$ cat src/rtl/simd_min_pkg.sv
package simd_min_pkg;

  // Result of comparing one section of x against the same section of y.
  typedef struct packed {
    logic lt;
    logic eq;
  } sec_cmp_t;

endpackage

$ cat src/rtl/simd_sec_cmp.sv
module simd_sec_cmp
  import simd_min_pkg::*;
#(
  parameter int SW = 8
) (
  input  logic [SW-1:0] a_i,
  input  logic [SW-1:0] b_i,
  output sec_cmp_t      res_o
);

  always_comb begin
    res_o.lt = (a_i < b_i);
    res_o.eq = (a_i == b_i);
  end

endmodule

$ cat src/rtl/simd_lane_chain.sv
module simd_lane_chain
  import simd_min_pkg::*;
#(
  parameter int NS = 4,
  localparam int MW = NS - 1
) (
  input  sec_cmp_t [NS-1:0] cmp_i,
  input  logic [MW-1:0]     mask_i,
  output logic [NS-1:0]     sel_o
);

  // up[k]: x<y over sections from the lane base up to k (ripple upward)
  logic [NS-1:0] up;
  logic [NS-1:0] cin;

  genvar k;
  generate
    for (k = 0; k < NS; k++) begin : g_up
      if (k == 0) begin : g_base
        assign cin[k] = 1'b0;
      end else begin : g_link
        assign cin[k] = mask_i[k-1] ? 1'b0 : up[k-1];
      end
      assign up[k] = cmp_i[k].lt | (cmp_i[k].eq & cin[k]);
    end

    // broadcast the decision at a lane's top section down to its members
    for (k = NS - 1; k >= 0; k--) begin : g_dn
      if (k == NS - 1) begin : g_top
        assign sel_o[k] = up[k];
      end else begin : g_mid
        assign sel_o[k] = mask_i[k] ? up[k] : sel_o[k+1];
      end
    end
  endgenerate

endmodule

$ cat src/rtl/simd_min_unit.sv
module simd_min_unit
  import simd_min_pkg::*;
#(
  parameter int NS = 4,
  parameter int SW = 8,
  localparam int W  = NS * SW,
  localparam int MW = NS - 1
) (
  input  logic          clk,
  input  logic          rst,
  input  logic [W-1:0]  x_i,
  input  logic [W-1:0]  y_i,
  input  logic [MW-1:0] mask_i,
  output logic [W-1:0]  min_o,
  output logic [NS-1:0] lt_o
);

  sec_cmp_t [NS-1:0] cmp;
  logic [NS-1:0]     sel;
  logic [W-1:0]      pick;

  genvar s;
  generate
    for (s = 0; s < NS; s++) begin : g_sec
      simd_sec_cmp #(.SW(SW)) u_cmp (
        .a_i   (x_i[s*SW +: SW]),
        .b_i   (y_i[s*SW +: SW]),
        .res_o (cmp[s])
      );
      assign pick[s*SW +: SW] = sel[s] ? x_i[s*SW +: SW] : y_i[s*SW +: SW];
    end
  endgenerate

  simd_lane_chain #(.NS(NS)) u_chain (
    .cmp_i  (cmp),
    .mask_i (mask_i),
    .sel_o  (sel)
  );

  always_ff @(posedge clk) begin
    if (rst) begin
      min_o <= '0;
      lt_o  <= '0;
    end else begin
      min_o <= pick;
      lt_o  <= sel;
    end
  end

  // with no boundary the whole word is one unsigned compare
  wide_min_chk: assert property (@(posedge clk) disable iff (rst)
    (!$past(rst) && $past(mask_i) == '0) |->
      (min_o == (($past(x_i) < $past(y_i)) ? $past(x_i) : $past(y_i))));

  generate
    for (s = 0; s < NS; s++) begin : g_chk
      // all boundaries set, each section is its own lane
      split_min_chk: assert property (@(posedge clk) disable iff (rst)
        (!$past(rst) && $past(mask_i) == '1) |->
          (min_o[s*SW +: SW] == (($past(x_i[s*SW +: SW]) < $past(y_i[s*SW +: SW]))
                                 ? $past(x_i[s*SW +: SW]) : $past(y_i[s*SW +: SW]))));
      // every output section comes from one of the operands
      from_operand_chk: assert property (@(posedge clk) disable iff (rst)
        !$past(rst) |->
          (min_o[s*SW +: SW] == $past(x_i[s*SW +: SW]) ||
           min_o[s*SW +: SW] == $past(y_i[s*SW +: SW])));
      if (s < NS - 1) begin : g_join
        // sections joined by a clear mask bit share one flag
        flag_join_chk: assert property (@(posedge clk) disable iff (rst)
          (!$past(rst) && !$past(mask_i[s])) |-> (lt_o[s] == lt_o[s+1]));
      end
    end
  endgenerate

endmodule

$ cat config.mk
export PLATFORM = sky130hd
export DESIGN_NAME = simd_min_unit
export DESIGN_NICKNAME = d
export VERILOG_FILES = /design/src/rtl/simd_min_pkg.sv /design/src/rtl/simd_sec_cmp.sv /design/src/rtl/simd_lane_chain.sv /design/src/rtl/simd_min_unit.sv
export SDC_FILE = /design/constraint.sdc
export NUM_CORES = 1
export LEC_CHECK = 0
export ABC_CLOCK_PERIOD_IN_PS = 2300
export BUFFER_PORTS_ARGS = -buffer_cell sky130_fd_sc_hd__buf_4
export CAP_MARGIN = 20
export CELL_PAD_IN_SITES_DETAIL_PLACEMENT = 0
export CELL_PAD_IN_SITES_GLOBAL_PLACEMENT = 1
export CORE_MARGIN = 4
export CORE_UTILIZATION = 35
export CTS_CLUSTER_DIAMETER = 40
export DETAILED_ROUTE_END_ITERATION = 10
export PLACE_DENSITY = 0.91
export REMOVE_ABC_BUFFERS = 1
export SLEW_MARGIN = 20
export SYNTH_ARGS = -nofsm -noshare
export SYNTH_HDL_FRONTEND = slang
export SYNTH_SLANG_ARGS = --single-unit
$ cat constraint.sdc
create_clock -name clk -period 2.3 [get_ports clk]
set_input_delay 0.23 -clock clk [delete_from_list [all_inputs] [get_ports clk]]
set_output_delay 0.23 -clock clk [all_outputs]
set_load 0.005 [all_outputs]
==> results by group <==
Yosys
  • Sequential fraction of the synthesis area: ~30%
  • EDFF count, synth: 0
  • YS warnings: 0
  • Async SR Flop Fraction: 0%
  • Synth top area cells: dfxtp_1 (30%), nand2b_1 (17%), ha_1 (16%)
  • Post-synth cell types: 32
  • Top cell type's share of synthesized area: 29.6%
  • Cell area after synthesis: approximately 2400 um2
  • Yosys reg bits: 36
  • Synth Instances: ~270
  • Compound-Gate Fraction of Synth Area: around 10%
  • Post-synth top area cell: dfxtp_1
  • Largest family of logic cells by synthesized area: simple AND/OR/NAND/NOR gates
  • Post-synthesis xor/xnor area fraction: 0%
  • Dominant synthesized flop cell: dfxtp_1
  • Simple logic cell fraction of the synthesized area: approximately 23%
  • Multiplexer area fraction after synthesis: between 10% and 20%
  • Mean Syn Cell Area: 9.06 um2
  • Adder-cell share of the synthesized area: ~16%

Power and ir drop
  • Peak VDD IR: 0.195 mV
  • Cell Pwr Density: 504 nW/um2
  • Leakage: roughly 1.8 nW

Global route
  • Largest net degree at the start of global routing: 69
  • GRT Resource Usage Total: a little over an eighth
  • Gr busiest metal: met2
  • Met1 Use GR: approximately 16%
  • Met3 usage in global routing: 4.47%
  • Vias in the first global route: ~2100
  • Grt ovf: 0
  • First-pass GRT wire length: ~9.4 mm
  • Met2 Usage GRT: 23.0%
  • Initial antenna violation count: 0

STA
  • Final Max Tran Viols: 0
  • Slew HR: around three fifths
  • Fin crit period: 2060 ps
  • Worst hold margin: approximately 210 ps
  • Final setup fails: 0
  • Final period util: between 80% and 90%
  • FMAX: 0.485 GHz
  • Worst-Margin Slew: a little under 600 ps
  • RSZ-0062 raised after global routing: no
  • Final worst slack: 239 ps
  • Hold Fails Final Rpt: 0

CTS
  • Worst-case clock buffer depth: 2
  • Inserted Clock Buffers: 5
  • CTS clk-pin slew, worst paths: ~80 ps
  • CTS tree: done
  • Root Buffer: clkbuf_8
  • Post-cts hold buffer count: 0
  • Clock sinks: 36
  • H-tree depth: 2

Detailed routing
  • Vias/cell: 4.41
  • Starting DRT DRC Count: 35
  • WL/cell: 11.6 um
  • DRC errors left: 0
  • DRT Wirelength: about 5.5 mm
  • TritonRoute pass-1 iters: 4
  • Vias: roughly 2100
  • Routed Antenna Nets: 0

Hold path
  • Min-Delay Path Class: in -> reg

Floorplanning
  • Die area: about 8400 um2
  • Ports: roughly 110
  • Die span in y: about 91 um
  • Initial Util: 35.9%
  • Core Area: 6790 um2
  • FP Rows: 30
  • DIE WIDTH: between 90 and 100 um

Cells and area
  • Layout area overhead: 42.1%
  • Share of layout cells above drive strength 1: between 30% and 40%
  • Fillers: between 600 and 700
  • Number of antenna diodes: 0
  • Fin cells: between 400 and 500
  • Fin nets: 478
  • Final Cell Area: around 3500 um2
  • Footprint of the multi-input gates: around 1500 um2
  • Commonest non-fill, non-tap cells in the layout: buf_4 (111), nand2b_1 (65), dfxtp_1 (36), inv_1 (35), mux2i_1 (32)
  • Reg area: roughly 720 um2
  • Post-layout util: around half
  • Most common cell after layout, fill and taps aside: buf_4

Worst setup path
  • CP startpoint: x_i[6]
  • Kind of critical path: in -> reg
  • Crit path max fanout: 9
  • Worst setup EP type: flip-flop
  • Worst endpoint required time: ~2500 ps
  • Crit path to: min_o[28]
  • Crit start category: primary input
  • CP arrival: between 2000 and 2500 ps

Status
  • Outcome: completed

Placed design
  • Post-DP Area: 3350 um2
  • Post-Place Cells: 465
  • Post-place setup slack: -217 ps
  • # port buffers: approximately 100
  • Post-DP HPWL: ~4.5 mm
  • Final GP Congestion: between 0.7 and 0.8

Run
  • Max_cap viols: 0
==> per-stage QoR <==
stage               TNS, ps  total power [mW]
floorplan                 0             0.988
global route              0              1.87
global placement      -1790              1.28
detailed placement    -3460              1.29
CTS                       0              1.77
finish                    0              1.75
==> worst min-delay path by stage <==
stage,startpoint,to,slack (ps),cells after the start
after floorplan,rst,lt_o[0],300,1
after global placement,x_i[0],min_o[0],510,3
after detailed placement,x_i[9],min_o[9],510,3
after CTS,x_i[26],min_o[26],200,3
after global routing,x_i[26],min_o[26],200,3
final,x_i[14],min_o[14],210,3
==> synth_stat cells (all sizes together), types with 4 or more instances <==
cell type,count
clkbuf,7
mux2i,32
dfxtp,36
nand2,4
buf,4
a21oi,13
ha,31
nor2,7
inv,35
nand4,4
nor2b,5
nand2b,65
a21o,4
==> what timing repair did <==
action                     in CTS  in global routing
buffers inserted                0                  2
setup endpoints to repair       0                  4
resized for setup               0                  1
==> per-layer routing <==
layer / vias to the layer above / routed length, um
li1: 1107 / -
met1: 921 / 2390
met2: 62 / 2660
met3: 6 / 365
met4: 0 / 69
met5: - / 0
==> report_power, final <==
part           internal (mW)  switching [mW]
clock network          0.239           0.232
registers              0.690          0.0170
logic                  0.334           0.233
total                   1.26           0.483
==> flip-flops by register name (all words and copies together), names as in the netlist <==
name,flops
lt_o,4
min_o,32
==> cell type report <==
type	count	area share, %
Inverter	35	3.79
Clock inverter	2	0.289
Multi-Input combinational cell	187	44.0
Timing Repair Buffer	113	25.2
Clock buffer	6	2.38
Tap cell	96	3.47
Sequential cell	36	20.8
==> critical path, cell delays in order <==
cell,delay [ps]
buf_4,110
ha_1,310
a21o_1,190
a221o_1,360
a41oi_2,200
a21oi_2,110
o32ai_4,140
buf_4,190
a31oi_2,110
buf_12,170
mux2i_1,110
==> logic make-up (layout without fill, tap and decap cells) <==
logic type / after synthesis / in the layout
multiplexers: 32 / 32
flip-flops: 36 / 36
AND/OR/NAND/NOR: 93 / 93
AO/OA/AOI/OAI: 31 / 31
adder cells (fa/ha/maj): 31 / 31
buffers and inverters: 46 / 156
Power figures use the tool's default switching activity.
